[config.mk]
export PLATFORM = sky130hd
export DESIGN_NAME = token_pwr_seq
export DESIGN_NICKNAME = d
export VERILOG_FILES = /design/src/rtl/tps_pkg.sv /design/src/rtl/tps_presence_filter.sv /design/src/rtl/tps_interval_timer.sv /design/src/rtl/tps_seq_ctrl.sv /design/src/rtl/token_pwr_seq.sv
export SDC_FILE = /design/constraint.sdc
export NUM_CORES = 1
export LEC_CHECK = 0
export ABC_AREA = 0
export BUFFER_PORTS_ARGS = -buffer_cell sky130_fd_sc_hd__buf_2
export CORE_UTILIZATION = 57
export DETAILED_ROUTE_END_ITERATION = 7
export PLACE_DENSITY = 0.79
export SLEW_MARGIN = 0
export SYNTH_ARGS = -nofsm -noshare
export SYNTH_HDL_FRONTEND = slang
export SYNTH_SLANG_ARGS = --single-unit
[constraint.sdc]
create_clock -name clk -period 2.48 [get_ports clk]
set_input_delay 0.496 -clock clk [delete_from_list [all_inputs] [get_ports clk]]
set_output_delay 0.496 -clock clk [all_outputs]
set_load 0.1 [all_outputs]
[src/rtl/tps_pkg.sv]
package tps_pkg;

    typedef enum logic [3:0] {
        ST_IDLE,
        ST_SETTLE,
        ST_STAB,
        ST_ITEST,
        ST_READY,
        ST_XFER,
        ST_PCHK,
        ST_VERIFY,
        ST_FAULT,
        ST_RELEASE
    } seq_state_e;

    typedef enum logic [1:0] {
        ERR_NONE    = 2'd0,
        ERR_REMOVED = 2'd1,
        ERR_INTEG   = 2'd2,
        ERR_VERIFY  = 2'd3
    } seq_err_e;

    typedef struct packed {
        logic pwr;
        logic itest;
        logic xfer;
        logic vfy;
        logic ready;
        logic release_ok;
    } seq_drive_t;

    function automatic logic is_powered(seq_state_e s);
        return (s == ST_STAB) || (s == ST_ITEST) || (s == ST_READY) ||
               (s == ST_XFER) || (s == ST_PCHK)  || (s == ST_VERIFY);
    endfunction

    function automatic seq_drive_t drive_of(seq_state_e s);
        seq_drive_t d;
        d.pwr        = is_powered(s);
        d.itest      = (s == ST_ITEST);
        d.xfer       = (s == ST_XFER);
        d.vfy        = (s == ST_VERIFY);
        d.ready      = (s == ST_READY);
        d.release_ok = (s == ST_RELEASE);
        return d;
    endfunction

endpackage

[src/rtl/tps_presence_filter.sv]
module tps_presence_filter #(
    parameter int DEB_CYC = 16
) (
    input  logic clk,
    input  logic rst,
    input  logic pin_n,
    output logic pres_sync,
    output logic pres_filt
);
    localparam int CW = $clog2(DEB_CYC + 1);

    logic          meta_q;
    logic [CW-1:0] run_q;

    always_ff @(posedge clk) begin
        if (rst) begin
            meta_q    <= 1'b0;
            pres_sync <= 1'b0;
            pres_filt <= 1'b0;
            run_q     <= '0;
        end else begin
            meta_q    <= ~pin_n;
            pres_sync <= meta_q;
            if (pres_sync == pres_filt) begin
                run_q <= '0;
            end else if (run_q == CW'(DEB_CYC - 1)) begin
                pres_filt <= pres_sync;
                run_q     <= '0;
            end else begin
                run_q <= run_q + 1'b1;
            end
        end
    end
endmodule

[src/rtl/tps_interval_timer.sv]
module tps_interval_timer #(
    parameter int W = 8
) (
    input  logic         clk,
    input  logic         rst,
    input  logic         clr,
    input  logic         en,
    input  logic [W-1:0] lim,
    output logic         done
);
    logic [W-1:0] cnt_q;

    assign done = (cnt_q == lim);

    always_ff @(posedge clk) begin
        if (rst || clr) begin
            cnt_q <= '0;
        end else if (en && !done) begin
            cnt_q <= cnt_q + 1'b1;
        end
    end
endmodule

[src/rtl/tps_seq_ctrl.sv]
module tps_seq_ctrl
    import tps_pkg::*;
#(
    parameter int SETTLE_CYC = 1000,
    parameter int STAB_CYC   = 200
) (
    input  logic       clk,
    input  logic       rst,
    input  logic       pres_sync,
    input  logic       pres_filt,
    input  logic       itest_done,
    input  logic       itest_ok,
    input  logic       xfer_req,
    input  logic       xfer_wr,
    input  logic       xfer_done,
    input  logic       vfy_done,
    input  logic       vfy_ok,
    input  logic       err_ack,
    output seq_drive_t drv,
    output seq_err_e   err
);
    localparam int MAXC = (SETTLE_CYC > STAB_CYC) ? SETTLE_CYC : STAB_CYC;
    localparam int TW   = $clog2(MAXC + 1);

    seq_state_e st_q, st_n;
    seq_err_e   err_q, err_n;
    logic       wr_q;
    logic       t_clr, t_en, t_done;
    logic [TW-1:0] t_lim;

    assign t_lim = (st_q == ST_SETTLE) ? TW'(SETTLE_CYC - 1) : TW'(STAB_CYC - 1);
    assign t_en  = (st_q == ST_SETTLE) || (st_q == ST_STAB);
    assign t_clr = (st_n != st_q) || ((st_q == ST_SETTLE) && !pres_sync);

    tps_interval_timer #(.W(TW)) u_tmr (
        .clk  (clk),
        .rst  (rst),
        .clr  (t_clr),
        .en   (t_en),
        .lim  (t_lim),
        .done (t_done)
    );

    always_comb begin
        st_n  = st_q;
        err_n = err_q;
        unique case (st_q)
            ST_IDLE:    if (pres_filt) st_n = ST_SETTLE;
            ST_SETTLE: begin
                if (!pres_filt)                st_n = ST_IDLE;
                else if (pres_sync && t_done)  st_n = ST_STAB;
            end
            ST_STAB:    if (t_done) st_n = ST_ITEST;
            ST_ITEST: begin
                if (itest_done) begin
                    if (itest_ok) st_n = ST_READY;
                    else begin
                        st_n  = ST_FAULT;
                        err_n = ERR_INTEG;
                    end
                end
            end
            ST_READY:   if (xfer_req) st_n = ST_XFER;
            ST_XFER:    if (xfer_done) st_n = wr_q ? ST_PCHK : ST_RELEASE;
            ST_PCHK: begin
                if (pres_sync) st_n = ST_VERIFY;
                else begin
                    st_n  = ST_FAULT;
                    err_n = ERR_REMOVED;
                end
            end
            ST_VERIFY: begin
                if (vfy_done) begin
                    if (vfy_ok) st_n = ST_RELEASE;
                    else begin
                        st_n  = ST_FAULT;
                        err_n = ERR_VERIFY;
                    end
                end
            end
            ST_FAULT: begin
                if (err_ack) begin
                    st_n  = ST_RELEASE;
                    err_n = ERR_NONE;
                end
            end
            ST_RELEASE: if (!pres_filt) st_n = ST_IDLE;
            default:    st_n = ST_IDLE;
        endcase
        if (is_powered(st_q) && !pres_sync) begin
            st_n  = ST_FAULT;
            err_n = ERR_REMOVED;
        end
    end

    always_ff @(posedge clk) begin
        if (rst) begin
            st_q  <= ST_IDLE;
            err_q <= ERR_NONE;
            wr_q  <= 1'b0;
        end else begin
            st_q  <= st_n;
            err_q <= err_n;
            if (st_q == ST_READY && xfer_req) wr_q <= xfer_wr;
        end
    end

    assign drv = drive_of(st_q);
    assign err = err_q;
endmodule

[src/rtl/token_pwr_seq.sv]
module token_pwr_seq
    import tps_pkg::*;
#(
    parameter int DEB_CYC    = 16,
    parameter int SETTLE_CYC = 1000,
    parameter int STAB_CYC   = 200
) (
    input  logic       clk,
    input  logic       rst,
    input  logic       tok_present_n,
    input  logic       itest_done,
    input  logic       itest_ok,
    input  logic       xfer_req,
    input  logic       xfer_wr,
    input  logic       xfer_done,
    input  logic       vfy_done,
    input  logic       vfy_ok,
    input  logic       err_ack,
    output logic       tok_pwr_en,
    output logic       itest_go,
    output logic       xfer_go,
    output logic       xfer_act,
    output logic       vfy_go,
    output logic       host_ready,
    output logic       safe_remove,
    output logic       err_flag,
    output logic [1:0] err_code
);
    logic       pres_sync, pres_filt;
    seq_drive_t drv;
    seq_err_e   err;

    tps_presence_filter #(.DEB_CYC(DEB_CYC)) u_flt (
        .clk       (clk),
        .rst       (rst),
        .pin_n     (tok_present_n),
        .pres_sync (pres_sync),
        .pres_filt (pres_filt)
    );

    tps_seq_ctrl #(.SETTLE_CYC(SETTLE_CYC), .STAB_CYC(STAB_CYC)) u_ctl (
        .clk        (clk),
        .rst        (rst),
        .pres_sync  (pres_sync),
        .pres_filt  (pres_filt),
        .itest_done (itest_done),
        .itest_ok   (itest_ok),
        .xfer_req   (xfer_req),
        .xfer_wr    (xfer_wr),
        .xfer_done  (xfer_done),
        .vfy_done   (vfy_done),
        .vfy_ok     (vfy_ok),
        .err_ack    (err_ack),
        .drv        (drv),
        .err        (err)
    );

    assign tok_pwr_en  = drv.pwr;
    assign itest_go    = drv.itest;
    assign xfer_go     = drv.xfer;
    assign xfer_act    = drv.xfer;
    assign vfy_go      = drv.vfy;
    assign host_ready  = drv.ready;
    assign safe_remove = drv.release_ok;
    assign err_code    = err;
    assign err_flag    = (err != ERR_NONE);
endmodule

==> impl_metrics.csv <==
group,metric,value,unit
outcome,status,"finished clean",
pwr,switching_share,0.2252,
cts,cts_sinks,25,
detailed_routing,firstDrtPassIters,4,
detailed_routing,vias,1434,
detailed_routing,routed_wirelength,3350,um
pwr,power.share.clock,0.297,
floorplan,coreArea,2545,sq um
timing,finalClockSkew,5.314,ps
pwr,seq_power_share,0.658,
floorplan,die_h,54.70,um
critical_path,arrival,1850,ps
yosys,syn_area_per_cell,8.602,sq um
detailed_routing,ant_nets,0,
yosys,syn_inst,184,
yosys,ys_seq_area_frac,0.3162,
yosys,syn_nets,198,
finish,final_cells,232,
critical_path,worst_setup_path_end_kind,"output port",
detailed_routing,drt_iter0_markers,25,
timing,drv_slew,0,
floorplan,die_w,54.70,um
timing,tightest_slew,493.1,ps
floorplan,ios,21,
yosys,syn-cell-area,1583,sq um
global_routing,grt_pass1_vias,1306,
global_routing,antenna_found_initial,0,
cts,cts_hold_buf,0,
yosys,async_flop_share,0,
finish,antenna_cells,0,
cts,clkLatencyLatePin,310,ps
timing,slew-limit-headroom,0.6735,
detailed_routing,wl_per_cell,14.44,um
pwr,p_comb_frac,0.045,
yosys,synthFlopType,"dfxtp_1",
timing,hold_viol,0,
finish,layout.nets,217,
global_routing,overflow,0,
critical_path,path_class,"reg -> out",
placed_design,place_congestion,0.9633,
pwr,ir_worst_vdd,0.3033,mV
cts,numCtsBuffers,3,
placed_design,dp.cells,228,
timing,clock.fmax,0.4255,GHz
finish,final_cell_mix,"23 x dfxtp_1, 20 x buf_2, 17 x nor2_1, 10 x nor3_1",
critical_path,cp_data_required_time,1980,ps
job,maxCapViolCount,0,
floorplan,placementRows,18,
pwr,cell_internal_pwr,0.4763,mW
worst_hold_path,min_path_cells,2,
global_routing,grt_first_pass_wirelength,5375,um
global_routing,grt_usage,0.2497,
finish,areaGrowthSynthToFinish,9.170,%
yosys,yosys_warnings,0,
cts,post_cts_buffers,0,
worst_hold_path,hp-class,"in -> reg",
pwr,p_leak,0.6723,nW
pwr,power,0.6147,mW
timing,setup_viol,0,
floorplan,start_util,0.6219,
timing,period_share,0.9476,
finish,drive_above_1_share,0.2327,
timing,finalCriticalPeriod,2350,ps
critical_path,r2r_slack,270,ps
cts,cts_buffer_depth,2,
placed_design,post-place-ws,253.8,ps
yosys,synth_edf_count,0,
critical_path,critPathLaunchType,"flip-flop",
global_routing,grt_start_max_net_pins,17,
cts,cts_root_buffer,"clkbuf_4",
critical_path,cp_max_fo,14,
yosys,ys_ff_latch,25,
cts,cts_tree,"built",
detailed_routing,drc,0,
cts,h-tree-depth,1,
floorplan,fp.dieArea,2992,sq um
timing,setup_slack,129.9,ps
cts,cts_resized,2,
pwr,power_density,355.7,nW/um^2
yosys,synth_cell_type_count,51,
cts,clk_pin_slew_worst_paths,140,ps
finish,layout_commonest_cell,"dfxtp_1",
placed_design,port_buffers,20,
timing,rsz0062_at_grt,"no",
critical_path,reg2reg_depth,5,
detailed_routing,viasPerCell,6.181,
pwr,p_sw,0.1384,mW
placed_design,dp_hpwl,2535,um
flip-flops by register name, indices dropped and copies added (netlist names):
signal             cells
u_ctl.err              2
u_ctl.st_q             4
u_ctl.u_tmr.cnt_q     10
u_ctl.wr_q             1
u_flt.meta_q           1
u_flt.pres_filt        1
u_flt.pres_sync        1
u_flt.run_q            5
through the flow:
step / hold slack, ps / util / area, sq um / setup TNS, ps
floorplan: 413.8 / - / 1595 / -3431
global placement: 426.5 / 0.6662 / 1695 / 0
detailed placement: 435.8 / 0.6662 / 1695 / 0
CTS: 296.0 / 0.6790 / 1728 / 0
global route: 288.3 / 0.6790 / 1728 / 0
finish: 309.0 / 0.6790 / 1728 / 0
final cells by class:
| cell class | instances | area [sq um] |
|---|---|---|
| repair buffers | 25 | 137.6 |
| well taps | 30 | 37.54 |
| clock buffers | 3 | 22.52 |
| flip-flops and latches | 25 | 503.0 |
| clock inverters | 1 | 7.507 |
| inverters | 5 | 18.77 |
| fillers | 224 | 817.0 |
| multi-input cells | 143 | 1001 |
synthesized netlist by cell type, types with 5 or more instances:
library cell | instances | area (sq um)
a21oi_1 | 9 | 45.04
a31oi_1 | 6 | 37.54
and2_1 | 6 | 37.54
dfxtp_1 | 25 | 500.5
inv_1 | 5 | 18.77
mux2i_1 | 5 | 50.05
nand2_1 | 9 | 33.78
nand3_1 | 5 | 25.02
nand4_1 | 6 | 37.54
nor2_1 | 18 | 67.56
nor3_1 | 12 | 60.06
xor2_1 | 8 | 70.07
routing by layer:
layer,share of wire,track usage,up-vias
met1,0.44,0.2912,684
met3,0.044,0.04167,4
met5,0,0,-
li1,-,-,704
met4,0.010,0.09829,0
met2,0.50,0.4458,42
worst max-delay path: stages, from the launching register on:
cell and delay (ps):
dfxtp_2 560, and3b_1 390, and2_1 170, buf_2 420
path summary, 6_finish.rpt:
check                start                    to
max reg2reg  u_ctl.st_q[3]  u_ctl.u_tmr.cnt_q[9]
min reg2reg   u_flt.meta_q       u_flt.pres_sync
max          u_ctl.st_q[2]                vfy_go
min          tok_present_n          u_flt.meta_q
cells by family after synthesis:
kind of cell / count (synthesis) / share of synthesized area
mux: 6 / 0.04585
xor+xnor: 12 / 0.06640
flops: 25 / 0.3162
buf+inv: 16 / 0.05929
fa+ha+maj: 3 / 0.02372
simple gates: 89 / 0.3368
compound gates: 33 / 0.1518
power by group through the flow:
| stage | Combinational, mW | Clock [mW] | Sequential (mW) |
|---|---|---|---|
| 2_1_floorplan | 0.0138 | 0 | 0.413 |
| 3_3_place_gp | 0.0264 | 0 | 0.413 |
| 3_5_place_dp | 0.0271 | 0 | 0.413 |
| 4_1_cts | 0.0273 | 0.193 | 0.405 |
| 5_1_grt | 0.0305 | 0.212 | 0.405 |
| 6_report | 0.0276 | 0.183 | 0.405 |
(Power assumes the default switching activity.)
